### src/rtl/region_guard_pkg.sv
package region_guard_pkg;

    localparam int CFG_AW = 8;

    localparam logic [CFG_AW-1:0] OFS_CTRL  = 8'h00;
    localparam logic [CFG_AW-1:0] OFS_WEN   = 8'h04;
    localparam logic [CFG_AW-1:0] OFS_STAT  = 8'h08;
    localparam logic [CFG_AW-1:0] OFS_CLR   = 8'h0C;
    localparam logic [CFG_AW-1:0] OFS_INFO0 = 8'h10;
    localparam logic [CFG_AW-1:0] OFS_INFO1 = 8'h14;

    localparam int WIN_BASE   = 64;
    localparam int WIN_STRIDE = 16;
    localparam int SUB_LO     = 0;
    localparam int SUB_HI     = 4;
    localparam int SUB_RIGHTS = 8;

    localparam int RIGHTS_W      = 12;
    localparam int LOCK_BIT      = 11;
    localparam int INFO_MODE_LSB = 16;
    localparam int INFO_ID_LSB   = 18;

    typedef enum logic [1:0] {
        KIND_READ  = 2'd0,
        KIND_WRITE = 2'd1,
        KIND_FETCH = 2'd2,
        KIND_RSVD  = 2'd3
    } acc_kind_e;

    // bit 1: space fault, bit 0: rights fault
    typedef struct packed {
        logic space;
        logic rights;
    } fault_stat_t;

    function automatic logic [CFG_AW-1:0] win_ofs(input int idx, input int sub);
        return CFG_AW'(WIN_BASE + idx * WIN_STRIDE + sub);
    endfunction

    // Position of the right needed by (mode, kind); mode 3 never consults it.
    function automatic logic [3:0] right_index(input logic [1:0] mode, input acc_kind_e kind);
        logic [3:0] base;
        logic [3:0] off;
        base = {mode, 2'b00};
        case (kind)
            KIND_FETCH: off = 4'd0;
            KIND_WRITE: off = 4'd1;
            default:    off = 4'd2;
        endcase
        if (mode == 2'd3) return 4'd0;
        return base + off;
    endfunction

endpackage

### src/rtl/rg_regfile.sv
module rg_regfile
    import region_guard_pkg::*;
#(
    parameter int NREG   = 4,
    parameter int ADDR_W = 32
) (
    input  logic                              clk,
    input  logic                              rst,
    input  logic                              cfg_we,
    input  logic [CFG_AW-1:0]                 cfg_addr,
    input  logic [31:0]                       cfg_wdata,
    input  logic [1:0]                        stat_in,
    input  logic [31:0]                       info0_in,
    input  logic [31:0]                       info1_in,
    output logic [31:0]                       cfg_rdata,
    output logic                              func_en,
    output logic                              irq_en,
    output logic [NREG-1:0]                   win_en,
    output logic [NREG-1:0][ADDR_W-1:0]       w_lo,
    output logic [NREG-1:0][ADDR_W-1:0]       w_hi,
    output logic [NREG-1:0][RIGHTS_W-1:0]     w_rights,
    output logic [NREG-1:0]                   locked,
    output logic                              clr_pulse
);

    always_comb begin
        for (int i = 0; i < NREG; i++) locked[i] = w_rights[i][LOCK_BIT];
    end

    assign clr_pulse = cfg_we && (cfg_addr == OFS_CLR) && cfg_wdata[0];

    always_ff @(posedge clk) begin
        if (rst) begin
            func_en <= 1'b1;
            irq_en  <= 1'b0;
            win_en  <= NREG'(1);
        end else if (cfg_we) begin
            if (cfg_addr == OFS_CTRL) begin
                func_en <= cfg_wdata[0];
                irq_en  <= cfg_wdata[1];
            end
            if (cfg_addr == OFS_WEN) win_en <= cfg_wdata[NREG-1:0];
        end
    end

    always_ff @(posedge clk) begin
        if (rst) begin
            for (int i = 0; i < NREG; i++) begin
                w_lo[i]     <= '0;
                w_hi[i]     <= '1;
                w_rights[i] <= '0;
            end
        end else if (cfg_we) begin
            for (int i = 0; i < NREG; i++) begin
                if (!locked[i]) begin
                    if (cfg_addr == win_ofs(i, SUB_LO))     w_lo[i]     <= cfg_wdata[ADDR_W-1:0];
                    if (cfg_addr == win_ofs(i, SUB_HI))     w_hi[i]     <= cfg_wdata[ADDR_W-1:0];
                    if (cfg_addr == win_ofs(i, SUB_RIGHTS)) w_rights[i] <= cfg_wdata[RIGHTS_W-1:0];
                end
            end
        end
    end

    always_comb begin
        cfg_rdata = '0;
        if (cfg_addr == OFS_CTRL)  cfg_rdata = {30'b0, irq_en, func_en};
        if (cfg_addr == OFS_WEN)   cfg_rdata = 32'(win_en);
        if (cfg_addr == OFS_STAT)  cfg_rdata = {30'b0, stat_in};
        if (cfg_addr == OFS_INFO0) cfg_rdata = info0_in;
        if (cfg_addr == OFS_INFO1) cfg_rdata = info1_in;
        for (int i = 0; i < NREG; i++) begin
            if (cfg_addr == win_ofs(i, SUB_LO))     cfg_rdata = 32'(w_lo[i]);
            if (cfg_addr == win_ofs(i, SUB_HI))     cfg_rdata = 32'(w_hi[i]);
            if (cfg_addr == win_ofs(i, SUB_RIGHTS)) cfg_rdata = 32'(w_rights[i]);
        end
    end

endmodule

### src/rtl/rg_window_match.sv
module rg_window_match
    import region_guard_pkg::*;
#(
    parameter int ADDR_W = 32
) (
    input  logic                enable,
    input  logic [ADDR_W-1:0]   lo,
    input  logic [ADDR_W-1:0]   hi,
    input  logic [RIGHTS_W-1:0] rights,
    input  logic [ADDR_W-1:0]   addr,
    input  acc_kind_e           kind,
    input  logic [1:0]          mode,
    output logic                hit,
    output logic                grant
);

    logic [3:0] idx;

    always_comb begin
        idx   = right_index(mode, kind);
        hit   = enable && (addr >= lo) && (addr <= hi);
        grant = hit && (mode != 2'd3) && rights[idx];
    end

endmodule

### src/rtl/rg_fault_log.sv
module rg_fault_log
    import region_guard_pkg::*;
#(
    parameter int NREG   = 4,
    parameter int ADDR_W = 32,
    parameter int ID_W   = 5
) (
    input  logic              clk,
    input  logic              rst,
    input  logic              deny,
    input  logic [NREG-1:0]   hit_map,
    input  logic [1:0]        mode,
    input  logic [ID_W-1:0]   id,
    input  logic [ADDR_W-1:0] addr,
    input  logic              clr,
    output fault_stat_t       status,
    output logic [31:0]       info0,
    output logic [31:0]       info1
);

    logic [NREG-1:0]   map_q;
    logic [1:0]        mode_q;
    logic [ID_W-1:0]   id_q;
    logic [ADDR_W-1:0] addr_q;

    always_ff @(posedge clk) begin
        if (rst) begin
            status <= '0;
            map_q  <= '0;
            mode_q <= '0;
            id_q   <= '0;
            addr_q <= '0;
        end else if (clr) begin
            status <= '0;
        end else if (deny && (status == '0)) begin
            status.space  <= (hit_map == '0);
            status.rights <= (hit_map != '0);
            map_q  <= hit_map;
            mode_q <= mode;
            id_q   <= id;
            addr_q <= addr;
        end
    end

    always_comb begin
        info0 = '0;
        info0[NREG-1:0] = map_q;
        info0[INFO_MODE_LSB +: 2] = mode_q;
        info0[INFO_ID_LSB +: ID_W] = id_q;
        info1 = 32'(addr_q);
    end

endmodule

### src/rtl/region_guard.sv
module region_guard
    import region_guard_pkg::*;
#(
    parameter int NREG   = 4,
    parameter int ADDR_W = 32,
    parameter int ID_W   = 5
) (
    input  logic              clk,
    input  logic              rst,
    input  logic              cfg_we,
    input  logic [7:0]        cfg_addr,
    input  logic [31:0]       cfg_wdata,
    output logic [31:0]       cfg_rdata,
    input  logic              acc_valid,
    input  logic [ADDR_W-1:0] acc_addr,
    input  logic [1:0]        acc_kind,
    input  logic [1:0]        acc_mode,
    input  logic [ID_W-1:0]   acc_id,
    output logic              resp_valid,
    output logic              resp_allow,
    output logic              irq
);

    logic                          func_en;
    logic                          irq_en;
    logic [NREG-1:0]               win_en;
    logic [NREG-1:0][ADDR_W-1:0]   w_lo;
    logic [NREG-1:0][ADDR_W-1:0]   w_hi;
    logic [NREG-1:0][RIGHTS_W-1:0] w_rights;
    logic [NREG-1:0]               locked;
    logic                          clr_pulse;
    fault_stat_t                   fault_status;
    logic [31:0]                   info0;
    logic [31:0]                   info1;
    logic [NREG-1:0]               hit;
    logic [NREG-1:0]               grant;
    logic                          bypass;
    logic                          allow_now;
    logic                          deny_now;

    rg_regfile #(.NREG(NREG), .ADDR_W(ADDR_W)) u_regs (
        .clk(clk), .rst(rst),
        .cfg_we(cfg_we), .cfg_addr(cfg_addr), .cfg_wdata(cfg_wdata),
        .stat_in(fault_status), .info0_in(info0), .info1_in(info1),
        .cfg_rdata(cfg_rdata),
        .func_en(func_en), .irq_en(irq_en), .win_en(win_en),
        .w_lo(w_lo), .w_hi(w_hi), .w_rights(w_rights),
        .locked(locked), .clr_pulse(clr_pulse)
    );

    for (genvar g = 0; g < NREG; g++) begin : g_win
        rg_window_match #(.ADDR_W(ADDR_W)) u_match (
            .enable(win_en[g]), .lo(w_lo[g]), .hi(w_hi[g]), .rights(w_rights[g]),
            .addr(acc_addr), .kind(acc_kind_e'(acc_kind)), .mode(acc_mode),
            .hit(hit[g]), .grant(grant[g])
        );
    end

    always_comb begin
        bypass    = !func_en || (acc_mode == 2'd3);
        allow_now = bypass || (grant != '0);
        deny_now  = acc_valid && !allow_now;
    end

    rg_fault_log #(.NREG(NREG), .ADDR_W(ADDR_W), .ID_W(ID_W)) u_log (
        .clk(clk), .rst(rst), .deny(deny_now), .hit_map(hit),
        .mode(acc_mode), .id(acc_id), .addr(acc_addr), .clr(clr_pulse),
        .status(fault_status), .info0(info0), .info1(info1)
    );

    always_ff @(posedge clk) begin
        if (rst) begin
            resp_valid <= 1'b0;
            resp_allow <= 1'b0;
        end else begin
            resp_valid <= acc_valid;
            resp_allow <= acc_valid && allow_now;
        end
    end

    assign irq = irq_en && (fault_status != '0);

endmodule

### config.mk
export PLATFORM = sky130hd
export DESIGN_NAME = region_guard
export DESIGN_NICKNAME = d
export VERILOG_FILES = /design/src/rtl/region_guard_pkg.sv /design/src/rtl/rg_regfile.sv /design/src/rtl/rg_window_match.sv /design/src/rtl/rg_fault_log.sv /design/src/rtl/region_guard.sv
export SDC_FILE = /design/constraint.sdc
export NUM_CORES = 1
export LEC_CHECK = 0
export BUFFER_PORTS_ARGS = -buffer_cell sky130_fd_sc_hd__buf_2
export CAP_MARGIN = 40
export CORE_AREA = 2 2 302 304
export DETAILED_ROUTE_END_ITERATION = 10
export DIE_AREA = 0 0 304 306
export PLACE_DENSITY = 0.47
export RECOVER_POWER = 50
export SLEW_MARGIN = 20
export SYNTH_ARGS = -nofsm -noshare
export SYNTH_HDL_FRONTEND = slang
export SYNTH_SLANG_ARGS = --single-unit
### constraint.sdc
create_clock -name clk -period 3.3 [get_ports clk]
set_input_delay 0.165 -clock clk [delete_from_list [all_inputs] [get_ports clk]]
set_output_delay 0.165 -clock clk [all_outputs]
set_load 0.03 [all_outputs]
==> summary.md <==
| Metric | Value |
|---|---|
| Die width | ~300 um |
| Reg-to-Reg End | u_log.status[1]$_SDFFE_PP0P_ |
| Worst Min Path Start | cfg_wdata[8] |
| VDD IR-drop max | between 0.2 and 0.3 mV |
| Final worst path period share | a little over nine tenths |
| Register Area | ~7200 um2 |
| Hold EP | u_regs.w_rights[44]$_SDFFE_PP0P_ |
| Area grow syn2layout | 22.8% |
| Share of layout cells above drive strength 1 | between 10 and 15% |
| Row count | 110 |
| Final net count | around 3500 |
| Worst setup path category | primary input to primary output |
| Port-buffer cells | between 100 and 150 |
| Max_cap viols | 0 |
| Fill count | 9674 |
| Final core occ | around 30% |
| Starting Density | about a quarter |
| Synth Register Bits | 357 |
| Hold Violations, Final | 0 |
| GPL Wtd Cong | a little over 0.9 |
| Core Region | ~90000 um2 |
| PD cells | 394 nW/um2 |
| Gr ovfl total | 0 |
| DRT Pass-1 Iters | 9 |
| Final ANT Viol Nets | 0 |
| Clk_skew | about 0.029 ns |
| Worst skew pair latency | about 0.60 ns |
| Synth Net Count | 3261 |
| Final Cell Area | about 27000 um2 |
| Multi-input combinational cell area | between 10000 and 15000 um2 |
| Setup-failing EPs final | 0 |
| Cell leakage power | 11.8 nW |
| Post-route insts no fill | ~4300 |
| Worst-path fanout max | 7 |
| TritonCTS buffer count | 44 |
| Vias post-DR | between 20000 and 25000 |
| WHS Path Cells | 3 |
| Yosys warns | 0 |
| Mean Syn Cell Area | 7.61 um2 |
| Outcome | complete, no violations |
| DP Area | around 25000 um2 |
| WP data arrival | about 3.1 ns |
| Reg2reg start | u_regs.w_lo[60]$_SDFFE_PP0P_ |
| Synth Instances | roughly 2900 |
| GRT Overall Usage | a little over a fifth |
| Cells after DPL | roughly 4200 |
| 1st-iter DRT viols | roughly 2400 |
| Synthesized area | ~22000 um2 |
| Sequential area share after synthesis | between 30% and 40% |
| CTS clk-pin slew, worst paths | 0.06 ns |
| EDFF count, synth | 0 |
| Worst EP required | ~3.1 ns |
| CTS tree | yes |
| Final-report max-slew violation count | 0 |
| Antenna violations before repair | 5 |
| Io pins | 120 |
| CTS root buf | clkbuf_16 |
| DP HPWL | between 70 and 80 mm |
| First-pass GRT wire length | 145 mm |
| Final worst path period need | about 3.2 ns |
| Reg2reg path depth | 14 |
| Cell variety after synth | between 70 and 80 |
| Drt wl/cell | between 20 and 25 um |
| Die Ht | just over 300 um |
| Commonest register cell after synthesis | dfxtp_1 |
| DRT Wirelength | 100 mm |
| Largest net degree at the start of global routing | 96 |
| Max clock buf depth | 3 |
| Vias in the first global route | roughly 21000 |
| Crit start category | primary input |
| Rel. slew slack | approximately 15% |
| Worst setup EP type | primary output |
| Worst min path class | primary input to register |
| Worst R2R Setup Slack | approximately 0.080 ns |
| Post-synth ARST share | 0% |
| Die ar. | 93000 um2 |
| Worst-Margin Slew | approximately 1.3 ns |
| Max Clock Freq | a little over 300 MHz |
| DRC Markers | 0 |
| Vias per inst | 5.14 |
| H-tree depth | 2 |
| Crit. Startpoint | cfg_addr[6] |
| Clock sink count | between 300 and 400 |
power breakdown:
part	internal (mW)	leakage (nW)	switching, mW
clock network	3.00	0.728	2.09
registers	4.36	2.89	0.0347
logic	0.482	8.14	0.784
placed cells by master (no fill, tap or decap), types with 14 or more instances in the layout:
cell type        n
nand2_1        655
inv_1          263
nand3b_1       101
a221oi_1        34
nand2b_1        18
dlygate4sd3_1   52
buf_12          16
a21bo_2         19
nor2_1          85
a21o_1          21
a222oi_1        28
nand3_1        109
buf_4          142
dfxtp_1        352
a22oi_1         47
nand4_1         61
a211o_1         38
buf_2          111
ha_1           253
o21ai_0         64
a21bo_1         20
a21oi_1        323
clkbuf_16       47
nor2b_1         14
clkbuf_1        19
cell type report:
cell class,instances,share of cell area (%)
multi-input cells,2104,49.8
flip-flops and latches,357,26.2
repair buffers,338,9.50
well taps,1176,5.40
clock buffers,66,4.86
inverters,263,3.62
clock inverters,12,0.560
diodes,2,0.0184
repair_timing:
item	CTS	global route
hold endpoints to repair	234	1
buffers inserted	2	3
pin swaps	4	17
hold buffers	51	1
resized for setup	13	34
gates cloned	0	1
endpoints found under the setup margin	45	44
per-layer routing:
| layer | share of wire, % | vias to the layer above | track usage (%) |
|---|---|---|---|
| li1 | - | 10600 | - |
| met1 | 45 | 10600 | 28.7 |
| met2 | 45 | 855 | 33.5 |
| met3 | 7.6 | 163 | 3.47 |
| met4 | 2.9 | 6 | 5.99 |
| met5 | 0.039 | - | 0.155 |
sequential cells by signal (all words and copies together), names as in the netlist:
| signal | flops |
|---|---|
| u_log.id_q | 5 |
| u_log.status | 2 |
| resp_allow | 1 |
| u_regs.win_en | 4 |
| u_regs.w_rights | 44 |
| u_regs.w_lo | 128 |
| u_log.mode_q | 2 |
| u_regs.locked | 4 |
| u_regs.irq_en | 1 |
| u_log.info1 | 32 |
| u_log.map_q | 4 |
| resp_valid | 1 |
| u_regs.w_hi | 128 |
| u_regs.func_en | 1 |
per-stage QoR:
step                total power [mW]  hold WS [ns]  worst slack, ns  TNS [ns]
finish                          10.8        0.0204           0.0512         0
detailed placement              5.66         0.435           -0.273    -10.37
global placement                5.66         0.442           -0.313    -11.76
CTS                             10.8      0.000208          0.00378         0
global route                    11.1        0.0149          -0.0466    -0.358
floorplan                       5.11         0.283            0.505         0
worst max-delay path, cell delays in order:
cell and delay [ns]:
clkbuf_1 0.32, or4b_2 0.73, nor2_1 0.33, buf_4 0.29
a22oi_1 0.13, a31oi_1 0.23, o22ai_1 0.16, a22oi_1 0.29
a221o_1 0.21, buf_2 0.22
cells in the mapped netlist, types with 6 or more instances:
cell type | n | area share (%)
a22oi_1 | 47 | 1.6
nor2b_1 | 14 | 0.39
nand2b_1 | 18 | 0.51
nand3_1 | 110 | 2.5
buf_2 | 8 | 0.18
a21o_1 | 21 | 0.71
and3_1 | 10 | 0.28
inv_1 | 263 | 4.4
a2111oi_0 | 7 | 0.28
dfxtp_1 | 357 | 32
a221oi_1 | 35 | 1.4
nor4_1 | 12 | 0.34
a222oi_1 | 28 | 1.3
a211oi_1 | 6 | 0.20
clkbuf_2 | 19 | 0.43
a31oi_1 | 13 | 0.37
nand2_1 | 658 | 11
o21ai_0 | 65 | 1.5
mux2i_1 | 12 | 0.54
nor3_1 | 10 | 0.23
a211o_1 | 38 | 1.5
o21a_1 | 8 | 0.27
o211ai_1 | 12 | 0.41
ha_1 | 257 | 14
a21bo_1 | 20 | 0.90
nand3b_1 | 101 | 3.4
a221o_1 | 10 | 0.45
o22ai_1 | 6 | 0.17
buf_4 | 6 | 0.20
nand4_1 | 61 | 1.7
a21bo_2 | 19 | 0.86
nor2_1 | 95 | 1.6
clkbuf_1 | 158 | 2.7
a21oi_1 | 326 | 7.3
logic make-up after synthesis:
family / Yosys count / synth area share [%]
buffers and inverters: 458 / 8.06
adders and majority gates: 257 / 14.5
AOI/OAI and AO/OA: 708 / 21.2
DFF: 357 / 32.2
and+or+nand+nor: 1122 / 23.3
muxes: 17 / 0.795
worst max path at each step:
stage                                   endpoint
floorplan           u_log.info1[19]$_SDFFE_PP0P_
global placement      u_log.id_q[2]$_SDFFE_PP0P_
detailed placement    u_log.id_q[0]$_SDFFE_PP0P_
CTS                   u_log.id_q[0]$_SDFFE_PP0P_
global route        u_log.info1[18]$_SDFFE_PP0P_
finish                              cfg_rdata[2]
Power figures use the tool's default switching activity.
